===== src/rtl/otn_scr_pkg.sv =====
package otn_scr_pkg;

   localparam int unsigned LFSR_W = 16;

   typedef logic [LFSR_W-1:0] lfsr_t;

   // feedback tap masks: bit i set means S[i] enters the XOR
   // nominal 1 + x + x^3 + x^12 + x^16 -> S[15], S[11], S[2], S[0]
   localparam lfsr_t TAPS_NOMINAL = 16'h8805;
   // diagnostic variant without the x^3 term (S[2])
   localparam lfsr_t TAPS_CORRUPT = 16'h8801;
   localparam lfsr_t SEED_ONES    = '1;

endpackage


===== src/rtl/otn_scr_lfsr_adv.sv =====
module otn_scr_lfsr_adv
   import otn_scr_pkg::*;
#(
   parameter int unsigned NBITS = 64
) (
   input  lfsr_t             st_in,
   input  lfsr_t             taps,
   output logic [NBITS-1:0]  key,
   output lfsr_t             st_out
);

   lfsr_t walk;

   // NBITS serial steps unrolled into one combinational cone
   always_comb begin
      walk = st_in;
      key  = '0;
      for (int i = 0; i < int'(NBITS); i++) begin
         key[NBITS-1-i] = walk[LFSR_W-1];
         walk = {walk[LFSR_W-2:0], ^(walk & taps)};
      end
      st_out = walk;
   end

endmodule


===== src/rtl/otn_scr_keygen.sv =====
module otn_scr_keygen
   import otn_scr_pkg::*;
#(
   parameter int unsigned DATA_W      = 64,
   parameter int unsigned ALIGN_BYTES = 6
) (
   input  logic              clk,
   input  logic              rst_n,
   input  logic              adv,
   input  logic              sof,
   input  logic              corrupt,
   output logic [DATA_W-1:0] key_word
);

   localparam int unsigned PROT_BITS = 8 * ALIGN_BYTES;
   localparam int unsigned SOF_BITS  = DATA_W - PROT_BITS;

   lfsr_t               state_q;
   lfsr_t               taps;
   lfsr_t               run_nxt;
   lfsr_t               sof_nxt;
   logic [DATA_W-1:0]   run_key;
   logic [SOF_BITS-1:0] sof_key;

   assign taps = corrupt ? TAPS_CORRUPT : TAPS_NOMINAL;

   // continuation from the stored state: a full word of key bits
   otn_scr_lfsr_adv #(.NBITS(DATA_W)) u_run (
      .st_in  (state_q),
      .taps   (taps),
      .key    (run_key),
      .st_out (run_nxt)
   );

   // restart from the seed: only the bits after the alignment bytes
   otn_scr_lfsr_adv #(.NBITS(SOF_BITS)) u_sof (
      .st_in  (SEED_ONES),
      .taps   (taps),
      .key    (sof_key),
      .st_out (sof_nxt)
   );

   generate
      if (PROT_BITS == 0) begin : g_no_prot
         assign key_word = sof ? sof_key : run_key;
      end else begin : g_prot
         assign key_word = sof ? {{PROT_BITS{1'b0}}, sof_key} : run_key;
      end
   endgenerate

   always_ff @(posedge clk or negedge rst_n) begin
      if (!rst_n) begin
         state_q <= SEED_ONES;
      end else if (adv) begin
         state_q <= sof ? sof_nxt : run_nxt;
      end
   end

endmodule


===== src/rtl/otn_frame_scrambler.sv =====
module otn_frame_scrambler #(
   parameter int unsigned DATA_W      = 64,
   parameter int unsigned ALIGN_BYTES = 6
) (
   input  logic              clk,
   input  logic              rst_n,
   input  logic [DATA_W-1:0] in_data,
   input  logic              in_sof,
   input  logic              in_valid,
   input  logic              scr_en,
   input  logic              corrupt_en,
   output logic [DATA_W-1:0] out_data,
   output logic              out_sof,
   output logic              out_valid
);

   localparam int unsigned WORD_BYTES = DATA_W / 8;

   generate
      if ((DATA_W % 8) != 0) begin : g_bad_width
         $error("otn_frame_scrambler: DATA_W must be a whole number of bytes");
      end
      if (ALIGN_BYTES >= WORD_BYTES) begin : g_bad_align
         $error("otn_frame_scrambler: ALIGN_BYTES must leave scrambled bits in the first word");
      end
   endgenerate

   logic [DATA_W-1:0] key_word;
   logic              apply;

   otn_scr_keygen #(
      .DATA_W      (DATA_W),
      .ALIGN_BYTES (ALIGN_BYTES)
   ) u_keygen (
      .clk      (clk),
      .rst_n    (rst_n),
      .adv      (in_valid),
      .sof      (in_sof),
      .corrupt  (corrupt_en),
      .key_word (key_word)
   );

   assign apply = in_valid & scr_en;

   always_ff @(posedge clk or negedge rst_n) begin
      if (!rst_n) begin
         out_data  <= '0;
         out_sof   <= 1'b0;
         out_valid <= 1'b0;
      end else begin
         out_data  <= apply ? (in_data ^ key_word) : in_data;
         out_sof   <= in_sof & in_valid;
         out_valid <= in_valid;
      end
   end

endmodule


===== config.mk =====
export PLATFORM = sky130hd
export DESIGN_NAME = otn_frame_scrambler
export DESIGN_NICKNAME = d
export VERILOG_FILES = /design/src/rtl/otn_scr_pkg.sv /design/src/rtl/otn_scr_lfsr_adv.sv /design/src/rtl/otn_scr_keygen.sv /design/src/rtl/otn_frame_scrambler.sv
export SDC_FILE = /design/constraint.sdc
export NUM_CORES = 1
export LEC_CHECK = 0
export BUFFER_PORTS_ARGS = -buffer_cell sky130_fd_sc_hd__clkbuf_2
export CORE_MARGIN = 1.5
export CORE_UTILIZATION = 59
export CTS_CLUSTER_DIAMETER = 60
export CTS_CLUSTER_SIZE = 10
export DETAILED_ROUTE_END_ITERATION = 8
export PLACE_DENSITY = 0.83
export SYNTH_ARGS = -nofsm -noshare
export SYNTH_HDL_FRONTEND = slang
export SYNTH_SLANG_ARGS = --single-unit
export TNS_END_PERCENT = 1

===== constraint.sdc =====
create_clock -name clk -period 10.39 [get_ports clk]
set_input_delay 0 -clock clk [delete_from_list [all_inputs] [get_ports clk]]
set_output_delay 0 -clock clk [all_outputs]
set_load 0.01 [all_outputs]

## Word-level counts from Yosys, hierarchy flattened

Index checks and enable logic that the tools add are counted.

- Output and inout bits: 66
- Word-level logic and storage cells: 170
- Register bits: 82
- Input bits: 70

- Reduce and logical (&&, ||, !) cells: 80
- Bitwise operators: 82
- Mux-type cells: 4

Operators by type and width:

| cell | count |
|---|---|
| XOR reduction 16 bit | 80 |
| AND 16 bit | 79 |
| two-way mux 64 bit | 2 |
| XOR 64 bit | 1 |
| two-way mux 16 bit | 1 |
| two-way mux 3 bit | 1 |
| AND 1 bit | 2 |

## Logic depth before layout (Yosys ltp)

- Depth in word-level cells: 130
- Depth in mapped cells: 29

## Modules after synthesis

Synthesis repeated with hierarchy kept, for this count alone.

- Cells, all modules: 4,880
- Area, all modules: 32,892.8 µm²

By module, submodules not included:

| module | times used | cells an instance | area an instance (µm²) |
|---|---|---|---|
| otn_scr_lfsr_adv at u_keygen.u_run | 1 | 3,818 | 24,031.8 |
| otn_scr_lfsr_adv at u_keygen.u_sof | 1 | 710 | 4,787.1 |
| otn_frame_scrambler | 1 | 209 | 2,767.7 |
| otn_scr_keygen | 1 | 143 | 1,306.3 |

## Least setup slack after synthesis

OpenSTA, ideal clock, no wires.

- Path type: reg2reg
- From: reg u_keygen.state_q[9]
- To: reg u_keygen.state_q[0]
- Required time: 10,307 ps
- Buffers on the path: 0
- Path slack: 1,521 ps
- Arrival time: 8,786 ps
- Period minus slack after synthesis: 8,869 ps
- Cell stages (with the launch flop): 27
- Setup time: 83 ps
- Path through: dfstp_2 > xor2_2 > xnor3_1 > xnor3_2 > xor2_2 > xnor3_2 > xor3_1 > o21ai_4 > xor2_4 > xnor2_4 > xnor3_4 > xor2_4 > xor2_4 > xnor3_1 > xnor2_2 > xnor3_1 > xnor3_1 > mux2i_2 > xnor2_2 > xnor3_2 > nand2_2 > xnor2_2 > xnor3_2 > xnor3_2 > xor3_1 > o21ai_1 > o21ai_1

- Longest elaborated chain between the ends: 129

RTL lines:

| element | line | RTL |
|---|---|---|
| start, declared | otn_scr_keygen.sv:18 | `lfsr_t state_q;` |
| start signal, assigned | otn_scr_keygen.sv:55 | `state_q <= sof ? sof_nxt : run_nxt;` |
| AND 16 bit | otn_scr_lfsr_adv.sv:20 | `walk = {walk[LFSR_W-2:0], ^(walk & taps)};` |
| XOR reduction 16 bit | otn_scr_lfsr_adv.sv:20 |  |
| AND 16 bit | otn_scr_lfsr_adv.sv:20 |  |
| XOR reduction 16 bit | otn_scr_lfsr_adv.sv:20 |  |
| AND 16 bit | otn_scr_lfsr_adv.sv:20 |  |
| XOR reduction 16 bit | otn_scr_lfsr_adv.sv:20 |  |
| AND 16 bit | otn_scr_lfsr_adv.sv:20 |  |
| XOR reduction 16 bit | otn_scr_lfsr_adv.sv:20 |  |
| [... 113 more ...] | -- |  |
| XOR reduction 16 bit | otn_scr_lfsr_adv.sv:20 |  |
| AND 16 bit | otn_scr_lfsr_adv.sv:20 |  |
| XOR reduction 16 bit | otn_scr_lfsr_adv.sv:20 |  |
| AND 16 bit | otn_scr_lfsr_adv.sv:20 |  |
| XOR reduction 16 bit | otn_scr_lfsr_adv.sv:20 |  |
| AND 16 bit (*) | otn_scr_lfsr_adv.sv:20 |  |
| XOR reduction 16 bit (*) | otn_scr_lfsr_adv.sv:20 |  |
| two-way mux 16 bit (*) | otn_scr_keygen.sv:55 |  |

Every way passes the cells marked *; elsewhere a longest branch is shown, timed or not.
A chain may end at the register's enable or synchronous reset.

## Worst setup path after layout

- From: reg u_keygen.state_q[10]
- To: reg u_keygen.state_q[0]

Same word-level chain as after synthesis.

==> qor.yml <==
synth.top_cell.area_share: 0.210
maxCapViolCount: 0
final_nets: 1035
die_w_um: 125
finalCritPeriodShare: 0.948
die_area_um2: 15500
overflow: 0
worstPathRequired_ns: 10.67
ant_nets: 0
clk_latency_ns: 0.36
tightestPinTransition_ns: 1.22
drc: 0
cts_tree: "yes"
async_flop_share: 1.00
min_path_cells: 1
max-slew-margin-rel: 0.185
core_um2: 14500
place_congestion: 0.931
grt_pass1_wl_mm: 36.0
synth_cell_types: 53
hold_ws_ns: 0.123
start_kind: "register"
fin_setup_tns_ns: 0
synth.avg_cell_area_um2: 11.4
final_layout_size_suffix_gt1_frac: 0.269
fillers: 973
synth-edff-count: 0
synth_most_common_cell: "xnor2_1"
seq_area_frac_synth: 0.237
cts_setup_buffers: 0
io_pins: 136
hold_viol_final: 0
drt_first_iter_violations: 649
antenna_found_initial: 0
synth_warnings: 0
critPathCaptureType: "register"
synthCells: 766
post_drt_via_cell_ratio: 5.42
reg2reg_depth: 27
worst-path-max-fanout: 6
cts_buffer_depth: 2
drt_wl_total_mm: 22.7
clock.fmax_mhz: 102
grt_use_total: 0.302
synth_area_um2: 8730
place_hpwl_mm: 15.8
synth_fp_nets: 836
n_antenna_cell: 0
cts_buffers: 9
post_cts_resized: 0
synth-seq-cells: 82
utilization: 0.726
vias: 6254
routedWlPerCell_um: 19.6
multiInputGateArea_um2: 6400
criticalPathCategory: "reg -> reg"
first_pass_iters: 6
clockRootBuffer: "clkbuf_16"
port_buffers: 135
ys.flop_type: "dfrtp_1"
start_util: 0.603
synth_commonest_cells: "xnor2_1, xor2_1, dfrtp_1, nor2_1, nand2_1"
clock_sinks: 82
yosys.area.top_type: "xnor2_1"
final_max_slew_viol_count: 0
status: "complete, no violations"
cts_hold_buf: 65
die-height_um: 125
grt_max_degree: 83
h-tree-depth: 3
yosys-top-cells-area: "xnor2_1, dfrtp_1, xnor3_1, xor2_1, dfstp_2"
setup_violations: 0
rows: 44
fin_crit_ns: 9.85
grt_setup_unrepaired: "no"
fin_worst_skew_ns: 0.0106
worst_ep_arrival_time_ns: 10.13
area_delta_synth_final_pct: 20.4
seqCellArea_um2: 2070
clkTransAtPathRegs_ns: 0.07
worstHoldPathType: "in -> reg"
first_global_vias: 6490
==> layer usage <==
layer,global-route usage,part of all wire
met2,0.499,0.49
met5,0,0
met1,0.402,0.41
met4,0.115,0.037
met3,0.0503,0.067
==> through the flow <==
step | setup WS (ns) | std cells | instance area (µm²)
floorplan | 1.52 | 766 | 8730
global placement | 0.744 | 1073 | 9550
detailed placement | 0.611 | 1073 | 9550
CTS | 0.575 | 1154 | 10500
global route | 0.180 | 1154 | 10500
finish | 0.539 | 1154 | 10500
==> state kept, by name, summed over array words and instances, names as in the netlist <==
name / flops
out_valid: 1
out_sof: 1
out_data: 64
u_keygen.state_q: 16
==> area by class of cell <==
| cell class | count | area share |
|---|---|---|
| inverter | 15 | 0.00536 |
| clock inverter | 7 | 0.00774 |
| sequential | 82 | 0.197 |
| tap | 184 | 0.0219 |
| timing repair buffer | 215 | 0.137 |
| multi-input combinational | 642 | 0.609 |
| clock buffer | 9 | 0.0214 |
==> final timing paths <==
kind / from / endpoint / slack, ns
worst max-delay path: u_keygen.state_q[10] / u_keygen.state_q[0] / 0.54
worst min-delay path: in_valid / out_valid / 0.12
worst max register to register: u_keygen.state_q[10] / u_keygen.state_q[0] / 0.54
worst min register to register: u_keygen.state_q[11] / u_keygen.state_q[11] / 0.52
max in group asynchronous: rst_n / out_data[28] / 9.35
min in group asynchronous: rst_n / out_data[32] / 0.37
==> layout by cell type (no fill, tap or decap), types with 4 or more instances in the layout <==
cell type / instances
xor3_1: 14
nand2_1: 52
xor3_2: 6
dfrtp_1: 66
a21oi_1: 13
mux2_2: 4
xor2_1: 97
xnor3_1: 42
a21boi_0: 5
o211ai_1: 4
clkbuf_16: 9
buf_4: 17
o21ai_0: 39
dlygate4sd3_1: 65
xnor2_4: 4
xnor3_2: 13
nand2b_1: 4
dfstp_2: 16
and2_1: 4
inv_1: 13
nor2_1: 53
xor2_4: 4
xnor2_1: 209
xor2_2: 4
mux2i_1: 10
o21ai_1: 5
clkbuf_2: 133
xnor2_2: 23
==> logic make-up (layout without fill, tap and decap cells) <==
family / Yosys count / after routing / synth area share
buffers and inverters: 42 / 246 / 0.0290
multiplexers: 18 / 18 / 0.0260
XOR/XNOR: 419 / 419 / 0.591
flip-flops: 82 / 82 / 0.237
AO/OA/AOI/OAI: 77 / 77 / 0.0529
AND/OR/NAND/NOR: 128 / 128 / 0.0635
==> critical path, stage by stage (launching register included) <==
cell and delay (ns):
dfstp_2 0.67, xnor2_4 0.22, xnor3_1 0.51, xnor2_1 0.15, nor2_2 0.20, xnor3_1 0.48, xnor2_2 0.22, xnor2_2 0.45
xnor3_1 0.60, xor2_1 0.20, nor2_1 0.35, xnor3_1 0.58, o21ai_4 0.31, xor2_4 0.28, xnor3_1 0.53, xnor2_2 0.32
xnor3_1 0.54, xnor3_1 0.37, mux2i_2 0.27, xnor2_2 0.17, xnor3_2 0.52, nand2_2 0.13, xnor2_2 0.14, xnor3_2 0.51
xnor3_2 0.43, xor3_1 0.41, o21ai_1 0.12, o21ai_1 0.08
Power is left out: the tool's default activity adds up to more than one toggle a clock period on the data nets, which glitch-free logic cannot reach.
